## config.mk

```make
export PLATFORM = sky130hd
export DESIGN_NAME = tr4_agen
export DESIGN_NICKNAME = d
export VERILOG_FILES = /design/src/rtl/tr4_pkg.sv /design/src/rtl/tr4_loopctl.sv /design/src/rtl/tr4_addrgen.sv /design/src/rtl/tr4_gate.sv /design/src/rtl/tr4_agen.sv
export SDC_FILE = /design/constraint.sdc
export NUM_CORES = 2
export LEC_CHECK = 0
export BUFFER_PORTS_ARGS = -buffer_cell sky130_fd_sc_hd__buf_2
export CORE_UTILIZATION = 45
export DETAILED_ROUTE_END_ITERATION = 12
export PLACE_DENSITY = 0.72
export SLEW_MARGIN = 40
export SYNTH_ARGS = -nofsm -noshare
export SYNTH_HDL_FRONTEND = slang
export SYNTH_HIERARCHICAL = 1
export SYNTH_SLANG_ARGS = --single-unit
```

## constraint.sdc

```tcl
create_clock -name clk -period 5 [get_ports clk]
set_clock_uncertainty 0.15 [all_clocks]
set_input_delay 1.25 -clock clk [delete_from_list [all_inputs] [get_ports clk]]
set_output_delay 1.25 -clock clk [all_outputs]
set_load 0.02 [all_outputs]
```

## src/rtl/tr4_pkg.sv

```systemverilog
package tr4_pkg;
  typedef enum logic [1:0] {
    ST_IDLE = 2'd0,
    ST_RUN  = 2'd1,
    ST_FIN  = 2'd2
  } tr4_state_e;

  typedef enum logic [1:0] {
    SRC_NONE  = 2'd0,
    SRC_GLB0  = 2'd1,
    SRC_GLB1  = 2'd2,
    SRC_LOCAL = 2'd3
  } tr4_src_e;

  // packed view of the 16 record flag bits, msb first
  typedef struct packed {
    logic [1:0] scope_b;
    logic [1:0] src_b;
    logic [1:0] scope_a;
    logic [1:0] src_a;
    logic [1:0] evsel;
    logic       hold;
    logic       rsvd;
    logic [3:0] kind;
  } tr4_flags_t;

  localparam int unsigned OUTER_LVLS = 3;
  localparam int unsigned TRIG_SLOTS = 2;
endpackage

```

## src/rtl/tr4_loopctl.sv

```systemverilog
module tr4_loopctl #(
  parameter int CNT_W = 16,
  parameter int NL    = 3
) (
  input  logic                      clk,
  input  logic                      rst_n,
  input  logic                      load,
  input  logic                      step,
  input  logic [NL-1:0][CNT_W-1:0]  n_in,
  output logic [NL-1:0]             last
);
  logic [NL-1:0] carry;
  assign carry[0] = step;

  for (genvar j = 0; j < NL; j++) begin : g_lvl
    logic [CNT_W-1:0] n_q, n_d, i_q, i_d;

    assign last[j] = (i_q == n_q - 1'b1);

    if (j < NL - 1) begin : g_carry
      assign carry[j+1] = carry[j] & last[j];
    end

    always_comb begin
      n_d = n_q;
      i_d = i_q;
      if (load) begin
        n_d = n_in[j];
        i_d = '0;
      end else if (carry[j]) begin
        i_d = last[j] ? '0 : i_q + 1'b1;
      end
    end

    always_ff @(posedge clk or negedge rst_n) begin
      if (!rst_n) begin
        n_q <= '0;
        i_q <= '0;
      end else if (load || carry[j]) begin
        n_q <= n_d;
        i_q <= i_d;
      end
    end
  end
endmodule

```

## src/rtl/tr4_addrgen.sv

```systemverilog
module tr4_addrgen #(
  parameter int ADDR_W = 64,
  parameter int STR_W  = 32
) (
  input  logic                    clk,
  input  logic                    rst_n,
  input  logic                    load,
  input  logic                    step,
  input  logic [ADDR_W-1:0]       base,
  input  logic [2:0][STR_W-1:0]   str_in,
  input  logic [1:0]              last,
  output logic [ADDR_W-1:0]       addr
);
  logic [ADDR_W-1:0]     cur_q, cur_d, p2_q, p2_d, p3_q, p3_d;
  logic [2:0][STR_W-1:0] str_q, str_d;

  function automatic logic [ADDR_W-1:0] sx(input logic [STR_W-1:0] s);
    return {{(ADDR_W-STR_W){s[STR_W-1]}}, s};
  endfunction

  always_comb begin
    cur_d = cur_q;
    p2_d  = p2_q;
    p3_d  = p3_q;
    str_d = str_q;
    if (load) begin
      cur_d = base;
      p2_d  = base;
      p3_d  = base;
      str_d = str_in;
    end else if (step) begin
      if (!last[0]) begin
        cur_d = cur_q + sx(str_q[0]);
      end else if (!last[1]) begin
        p2_d  = p2_q + sx(str_q[1]);
        cur_d = p2_d;
      end else begin
        p3_d  = p3_q + sx(str_q[2]);
        p2_d  = p3_d;
        cur_d = p3_d;
      end
    end
  end

  always_ff @(posedge clk or negedge rst_n) begin
    if (!rst_n) begin
      cur_q <= '0;
      p2_q  <= '0;
      p3_q  <= '0;
      str_q <= '0;
    end else if (load || step) begin
      cur_q <= cur_d;
      p2_q  <= p2_d;
      p3_q  <= p3_d;
      str_q <= str_d;
    end
  end

  assign addr = cur_q;
endmodule

```

## src/rtl/tr4_gate.sv

```systemverilog
module tr4_gate
  import tr4_pkg::*;
(
  input  logic       clk,
  input  logic       rst_n,
  input  logic       clr,
  input  logic       run,
  input  logic [1:0] src,
  input  logic [1:0] scope,
  input  logic [1:0] glb,
  input  logic       loc,
  input  logic [3:1] dec,
  input  logic [3:1] pres,
  input  logic       fin_acc,
  output logic       pass
);
  logic open_q, open_d, pulse, close;

  always_comb begin
    case (tr4_src_e'(src))
      SRC_GLB0:  pulse = glb[0];
      SRC_GLB1:  pulse = glb[1];
      SRC_LOCAL: pulse = loc;
      default:   pulse = 1'b0;
    endcase
  end

  always_comb begin
    case (scope)
      2'd0:    close = pres[1] ? dec[1] : fin_acc;
      2'd1:    close = pres[2] ? dec[2] : fin_acc;
      2'd2:    close = pres[3] ? dec[3] : fin_acc;
      default: close = fin_acc;
    endcase
  end

  always_comb begin
    open_d = open_q;
    if (clr)                        open_d = 1'b0;
    else if (open_q && close)       open_d = 1'b0;
    else if (!open_q && run && pulse) open_d = 1'b1;
  end

  always_ff @(posedge clk or negedge rst_n) begin
    if (!rst_n) open_q <= 1'b0;
    else        open_q <= open_d;
  end

  assign pass = (src == 2'd0) || open_q;
endmodule

```

## src/rtl/tr4_agen.sv

```systemverilog
module tr4_agen
  import tr4_pkg::*;
#(
  parameter int ADDR_W = 64,
  parameter int CNT_W  = 16,
  parameter int STR_W  = 32
) (
  input  logic              clk,
  input  logic              rst_n,
  input  logic              rec_valid,
  output logic              rec_ready,
  input  logic [15:0]       rec_flags,
  input  logic [ADDR_W-1:0] rec_base,
  input  logic [CNT_W-1:0]  rec_cnt0,
  input  logic [CNT_W-1:0]  rec_cnt1,
  input  logic [CNT_W-1:0]  rec_cnt2,
  input  logic [CNT_W-1:0]  rec_cnt3,
  input  logic [STR_W-1:0]  rec_str1,
  input  logic [STR_W-1:0]  rec_str2,
  input  logic [STR_W-1:0]  rec_str3,
  input  logic [1:0]        trig_glb,
  input  logic              trig_loc,
  output logic              beat_valid,
  input  logic              beat_ready,
  output logic [ADDR_W-1:0] beat_addr,
  output logic [CNT_W-1:0]  beat_len,
  output logic              beat_last,
  output logic              evt,
  output logic              done
);
  localparam int NL = OUTER_LVLS;
  localparam int NS = TRIG_SLOTS;

  tr4_flags_t fl;
  tr4_state_e state_q, state_d;
  logic [3:1] pres_in, pres_q;
  logic [1:0] evsel_q;
  logic       hold_q;
  logic [NS-1:0][1:0] src_q, scope_q;
  logic [CNT_W-1:0] len_q;
  logic       evt_q, evt_d;

  logic load, accept, final_b, fin_acc, running, zero_in;
  logic [NL-1:0] last;
  logic [3:1] dec;
  logic [NL-1:0][CNT_W-1:0] n_in;
  logic [NS-1:0] pass;

  assign fl      = tr4_flags_t'(rec_flags);
  assign pres_in = {fl.kind >= 4'd3, fl.kind >= 4'd2, fl.kind >= 4'd1};
  assign n_in[0] = pres_in[1] ? rec_cnt1 : CNT_W'(1);
  assign n_in[1] = pres_in[2] ? rec_cnt2 : CNT_W'(1);
  assign n_in[2] = pres_in[3] ? rec_cnt3 : CNT_W'(1);
  assign zero_in = (rec_cnt0 == '0) || (n_in[0] == '0) ||
                   (n_in[1] == '0) || (n_in[2] == '0);

  assign running   = (state_q == ST_RUN);
  assign rec_ready = (state_q == ST_IDLE) || ((state_q == ST_FIN) && !hold_q);
  assign load      = rec_valid && rec_ready;
  assign beat_valid = running && (&pass);
  assign accept    = beat_valid && beat_ready;
  assign final_b   = &last;
  assign fin_acc   = accept && final_b;
  assign dec       = {accept && last[0] && last[1], accept && last[0], accept};

  tr4_loopctl #(.CNT_W(CNT_W), .NL(NL)) u_loop (
    .clk(clk), .rst_n(rst_n), .load(load), .step(accept),
    .n_in(n_in), .last(last)
  );

  tr4_addrgen #(.ADDR_W(ADDR_W), .STR_W(STR_W)) u_addr (
    .clk(clk), .rst_n(rst_n), .load(load), .step(accept),
    .base(rec_base), .str_in({rec_str3, rec_str2, rec_str1}),
    .last(last[1:0]), .addr(beat_addr)
  );

  for (genvar g = 0; g < NS; g++) begin : g_slot
    tr4_gate u_gate (
      .clk(clk), .rst_n(rst_n), .clr(load), .run(running),
      .src(src_q[g]), .scope(scope_q[g]), .glb(trig_glb), .loc(trig_loc),
      .dec(dec), .pres(pres_q), .fin_acc(fin_acc), .pass(pass[g])
    );
  end

  always_comb begin
    state_d = state_q;
    case (state_q)
      ST_RUN:  if (fin_acc) state_d = ST_FIN;
      default: begin
        if (load)                   state_d = zero_in ? ST_FIN : ST_RUN;
        else if (state_q == ST_FIN) state_d = ST_IDLE;
      end
    endcase
  end

  always_comb begin
    case (evsel_q)
      2'd0:    evt_d = fin_acc;
      2'd1:    evt_d = pres_q[1] ? dec[1] : fin_acc;
      2'd2:    evt_d = pres_q[2] ? dec[2] : fin_acc;
      default: evt_d = pres_q[3] ? dec[3] : fin_acc;
    endcase
  end

  always_ff @(posedge clk or negedge rst_n) begin
    if (!rst_n) begin
      state_q <= ST_IDLE;
      evt_q   <= 1'b0;
    end else begin
      state_q <= state_d;
      evt_q   <= evt_d;
    end
  end

  always_ff @(posedge clk or negedge rst_n) begin
    if (!rst_n) begin
      pres_q  <= '0;
      evsel_q <= '0;
      hold_q  <= 1'b0;
      src_q   <= '0;
      scope_q <= '0;
      len_q   <= '0;
    end else if (load) begin
      pres_q  <= pres_in;
      evsel_q <= fl.evsel;
      hold_q  <= fl.hold;
      src_q   <= {fl.src_b, fl.src_a};
      scope_q <= {fl.scope_b, fl.scope_a};
      len_q   <= rec_cnt0;
    end
  end

  assign beat_len  = len_q;
  assign beat_last = final_b;
  assign evt       = evt_q;
  assign done      = (state_q == ST_FIN);
endmodule

```

# Word-level counts from Yosys, hierarchy flattened
# Index checks and enable logic that the tools add are counted.
totals:
  reg_bits: 419
  out_inout_bits: 85
  elab_cells: 152
op_classes:
  addsub: 9
  order_cmp: 3
  eq_ne: 18
  muxes: 42
  bitwise: 2
  n_reduce_logical: 54
ops:
  columns: ["operator", "count"]
  rows:
  - ["64-bit two-way mux", 11]
  - ["64-bit adder", 3]
  - ["16-bit two-way mux", 12]
  - ["16-bit zero test", 4]
  - ["16-bit by 1-bit adder with 16-bit output (second input constant)", 3]
  - ["16-bit == test", 3]
  - ["16-bit by 1-bit subtractor with 16-bit output (second input constant)", 3]
  - ["2-bit == test (second input constant)", 8]
  - ["2-bit AND reduction", 8]
  - ["1-bit case mux with 3 select lines", 5]
  - ["1-bit logical AND", 13]
  - ["2-bit by 1-bit == test with 1-bit output (second input constant)", 6]
  - ["2-bit zero test", 6]
  - ["2-bit two-way mux", 5]
  - ["2-bit nonzero test", 5]
  - ["1-bit logical OR", 9]
  - ["1-bit two-way mux", 9]
  - ["3-bit nonzero test", 3]
  - ["4-bit by 2-bit >= comparator with 1-bit output (second input constant)", 2]
  - ["3-bit AND reduction", 2]
  - ["4-bit by 1-bit >= comparator with 1-bit output (second input constant)", 1]
  - ["4-bit AND reduction", 1]
  - ["1-bit zero test", 3]
  - ["1-bit AND", 2]
  - ["2-bit != test (second input constant)", 1]

# Longest topological paths before layout
logic_depth:
  depth_word: 12
  depth_mapped: 18

# Modules after synthesis
# Netlist, hierarchy kept.
by_module_without_submodules:
  columns: ["mod", "n_inst", "cells_each", "area_per_inst_um2", "seq_area_each_um2"]
  rows:
  - ["tr4_addrgen", 1, 2931, 24393.4, 7206.9]
  - ["tr4_loopctl", 1, 669, 6232.2, 2402.3]
  - ["tr4_agen", 1, 200, 1845.5, 825.8]
  - ["tr4_gate", 2, 15, 153.9, 25.0]

# Worst setup path after synthesis
# No wires, ideal clock.
synth_timing:
  path_kind: "register to register"
  startpoint: "register u_loop.g_lvl[0].n_q[0]"
  endpoint: "register u_addr.p2_q[62]"
  t_arrival_ps: 3884
  path_slack_ps: 835
  path_stages_with_launch: 13
  path_buffers: 2
  path_cell_list: "dfrtp_1 -> inv_1 -> ha_1 -> or3b_2 -> o21ai_0 -> nor4b_2 -> o31ai_1 -> nor4_1 -> clkbuf_1 -> nand2_1 -> nor2_1 -> dlygate4sd3_1 -> a21oi_1"
synth_between:
  elab_chain_cells: 4
synth_lines:
  columns: ["element", "line_no", "rtl"]
  rows:
  - ["from (decl)", "tr4_loopctl.sv:16", "logic [CNT_W-1:0] n_q, n_d, i_q, i_d;"]
  - ["from (signal assigned)", "tr4_loopctl.sv:40", "n_q <= n_d;"]
  - ["16-bit by 1-bit subtractor with 16-bit output", "tr4_loopctl.sv:18", "assign last[j] = (i_q == n_q - 1'b1);"]
  - ["16-bit == test", "tr4_loopctl.sv:18", null]
  - ["net last[0]", "tr4_agen.sv:44", "logic [NL-1:0] last;"]
  - ["2-bit nonzero test (no source line)", null, null]
  - ["3-bit AND reduction (no source line)", null, null]
  - ["to (signal assigned)", "tr4_addrgen.sv:53", "p2_q <= p2_d;"]
  - ["to (decl)", "tr4_addrgen.sv:14", "logic [ADDR_W-1:0] cur_q, cur_d, p2_q, p2_d, p3_q, p3_d;"]
# The timed path passes the listed nets, and every way through them passes these cells.
# A chain may end at the register's enable or synchronous reset.

# Final worst setup path
layout_timing:
  startpoint: "register u_loop.g_lvl[1].n_q[0]"
  endpoint: "output beat_last"
layout_between:
  elab_chain_cells: 3
layout_lines:
  columns: ["element", "line_no", "rtl"]
  rows:
  - ["from (decl)", "tr4_loopctl.sv:16", null]
  - ["from (signal assigned)", "tr4_loopctl.sv:40", null]
  - ["16-bit by 1-bit subtractor with 16-bit output", "tr4_loopctl.sv:18", null]
  - ["16-bit == test", "tr4_loopctl.sv:18", null]
  - ["net last[1]", "tr4_agen.sv:44", null]
  - ["3-bit AND reduction", "tr4_agen.sv:62", "assign final_b = &last;"]
  - ["to (decl)", "tr4_agen.sv:27", "output logic beat_last,"]
# The timed path passes the listed nets, and every way through them passes these cells.

==> summary.txt <==
Critical path
  – Startpoint class of the critical path: flip-flop
  – CP max FO: 10
  – FF-to-FF End: u_addr/addr[63]$_DFFE_PN0N_
  – Worst Path Buf+Inv: 3
  – Worst EP arrival: approximately 3.4 ns
  – Slowest CP cell: or4b_2
  – Worst-path cell chain: inv_1, ha_4, or4b_2, nor2_1, mux2i_1, a21oi_1, nand3_1, and4b_4, nand3_1, inv_1, buf_2
  – Critical path class: flip-flop to primary output
  – Crit path max-delay family: simple AND/OR/NAND/NOR gates
  – Crit. End Element: primary output
  – Critical Path RT: roughly 3.6 ns
  – Reg2reg path depth: 12
  – Beginning of the worst register-to-register path: u_addr/str_q[67]$_DFFE_PN0P_
  – Reg-to-reg slack, setup: between 0.5 and 0.6 ns
  – CP max stage delay: slightly above 0.6 ns

Clock network
  – Latest clock arrival within the worst-skew pair: 0.62 ns
  – CTS root buf: clkbuf_16
  – CTS Buf Count: 49
  – CTS sink cnt: about 420
  – H-tree Lvls: 2
  – Clk buf depth: 3
  – Post-cts hold buffer count: 0
  – CTS tree: yes
  – Clock slew at reported path FFs: ~0.060 ns

Floorplanning
  – Initial Utilization: a little under half
  – Die Y: between 200 and 300 um
  – # IOs: approximately 330
  – FP Rows: 98
  – Die X: between 200 and 300 um
  – Core area: 71700 um^2
  – Die area: ~74000 um^2

Placement
  – Post-DP HPWL: around 85000 um
  – Port bufs: between 300 and 400
  – GPL Wtd Cong: around 1
  – Pre-CTS setup slack: 0.356 ns
  – Post-DP Area: roughly 35000 um^2
  – DP Cell Count: approximately 5000

Route
  – Total Wirelength: 109000 um
  – Detail Route Antenna Nets: 0
  – TritonRoute pass-1 iters: 6
  – WL per Instance: roughly 22 um
  – Residual DRC: 0
  – Initial DRC Count: ~2600
  – Via Count: around 31000
  – Vias per inst: between 6 and 7

Synth
  – Post-synthesis mux area share: between 6 and 7%
  – Mapped Cells: between 3000 and 4000
  – Flops & latches, synth: 419
  – Mapped Nets: 4275
  – Dominant synthesized flop cell: dfrtp_1
  – Number of flops mapped to enable cells by yosys: 0
  – Syn_area_per_cell: ~8.6 um^2
  – Simple-gate area share of the yosys netlist: a little under a fifth
  – Post-synth cell types: roughly 120
  – Xor-xnor portion of the synthesized cell area: ~6.5%
  – Mapped Area: around 33000 um^2
  – Synth Warn #: 6
  – Ys async rst share: 100%
  – Adder-cell area share of the yosys netlist: 7.63%
  – Synth Area in Compound Gates: about a quarter
  – Post-synthesis sequential area ratio: between 30% and 40%
  – Main combinational cell family by area after synthesis: compound AO/OA/AOI/OAI gates

Min path
  – Hold Path End: u_addr/p2_q[15]$_DFFE_PN0P_
  – Hold WC Path Type: flip-flop to flip-flop
  – Hold path start: u_addr/p2_q[15]$_DFFE_PN0P_
  – Hold path depth: 2

Timing
  – Hold_ws: approximately 0.33 ns
  – Unrepaired setup endpoints after global routing: false
  – Fmax: ~210 MHz
  – Slew HR: 40.0%
  – Hold Fails Final Rpt: 0
  – Max Slew Vio Count: 0
  – Setup-failing EPs final: 0
  – Min Tclk post-route: 4.78 ns
  – Tcrit/Tclk final: 95.7%
  – Slew @ Worst Pin: between 0.8 and 0.9 ns
  – Setup tns final: 0 ns
  – Final setup margin: 0.216 ns

Pwr
  – Clk pwr share: 15.3%
  – Max IR drop VDD: roughly 0.36 mV
  – Sw power: around 12 mW
  – Comb power frac: around three fifths
  – Sw Share: just under 50%
  – Fraction of power consumed by sequential logic: approximately 23%
  – Leak: about 17 nW
  – Total Power: around 25 mW
  – Int Power: 12.7 mW
  – P per Cell Area: roughly 670 nW/um^2

Layout
  – Footprint of the multi-input gates: between 20000 and 25000 um^2
  – Fill cell count: between 6000 and 7000
  – Most common cell after layout, fill and taps aside: dfrtp_1
  – # nets final: approximately 4500
  – Most frequent cells in the layout: dfrtp_1, nand2_1, a21oi_1
  – Register area: about 10000 um^2
  – Synth-to-Final Area Change: 13.1%
  – Layout cell share with drive strength beyond 1: ~18%
  – Layout Cells excl Fill: 5066
  – Design area: ~37000 um^2
  – Final core utilization: just over 50%

Global routing
  – Vias in the first global route: about 30000
  – Global-route wire length before repair: 169000 um
  – Initial antenna violation count: 4
  – Largest net degree at the start of global routing: 96
  – Total GRT Usage: between 20% and 30%
  – Total congestion overflow: 0

Run
  – Max-cap violations: 0

Status
  – Status: complete, no violations
-- sequential cells by signal, indices dropped and copies added, names as in the netlist --
name / cells
beat_len: 16
evsel_q: 2
evt: 1
g_slot.u_gate/open_q: 2
hold_q: 1
pres_q: 3
scope_q: 4
src_q: 4
state_q: 2
u_addr/addr: 64
u_addr/p2_q: 64
u_addr/p3_q: 64
u_addr/str_q: 96
u_loop/g_lvl.i_q: 48
u_loop/g_lvl.n_q: 48
-- worst max path at each step --
stage                                  endpoint  cells past startpoint                                from
global placement    u_addr/addr[47]$_DFFE_PN0N_                     13  u_loop/g_lvl[0].n_q[0]$_DFFE_PN0P_
detailed placement  u_addr/addr[36]$_DFFE_PN0N_                     13  u_loop/g_lvl[0].n_q[0]$_DFFE_PN0P_
CTS                                   beat_last                     11  u_loop/g_lvl[1].n_q[0]$_DFFE_PN0P_
global route                          beat_last                     10  u_loop/g_lvl[2].n_q[2]$_DFFE_PN0P_
finish                                beat_last                     11  u_loop/g_lvl[1].n_q[0]$_DFFE_PN0P_
floorplan           u_addr/p2_q[62]$_DFFE_PN0P_                     12  u_loop/g_lvl[0].n_q[0]$_DFFE_PN0P_
-- layer usage --
layer  share of wire [%]  vias up  global-route usage (%)
met5               0.012        -                       0
met4                 5.5        2                    14.8
met3                 5.8      285                    3.21
met2                  46     1182                    46.3
met1                  43    14900                    38.1
li1                    -    14700                       -
-- kinds of logic (layout without fill, tap and decap cells) --
group,after synthesis,count (layout)
xor+xnor,245,245
fa+ha+maj,198,198
other cells,0,2
compound gates,1269,1269
flops,419,419
mux,204,204
simple gates,1192,1192
buf+inv,303,587
-- power groups by stage --
stage	logic, mW	clock network [mW]	registers (mW)
finish	15.3	3.79	5.68
global route	16.7	3.97	5.80
CTS	15.0	3.86	5.65
detailed placement	14.9	0	5.70
global placement	14.8	0	5.67
floorplan	10.9	0	5.60
-- cells in the mapped netlist (all sizes together), types with 57 or more instances --
cell type  number  area, um^2
xnor2         143        1250
a21oi         347        1740
ha            195        2440
xor2          102         893
nand4          76         475
inv            90         338
mux2          163        1840
nand3          75         380
nor2          257         967
nor2b          59         372
nor3           74         385
buf            57         320
o21ai         344        1730
a21o          120         903
dfrtp         419       10500
nand2         391        1470
clkbuf        147         606
-- worst min-delay path: cells and delay by family (launching register included) --
kind | cells | cell delay, ns
flops | 1 | 0.35
simple gates | 2 | 0.10
-- layout make-up --
type / instances / area share [%]
clock inverters: 24 / 0.864
well taps: 950 / 3.21
inverters: 92 / 0.955
repair buffers: 406 / 6.19
clock buffers: 65 / 3.74
flip-flops and latches: 419 / 28.3
multi-input cells: 3108 / 56.7
diodes: 2 / 0.0135
-- timing repair --
item / 4_1_cts / 5_1_grt
setup buffers: 0 / 2
resized for setup: 1 / 10
endpoints found under the setup margin: 1 / 1
No activity file was read; power rests on OpenSTA's default activity.
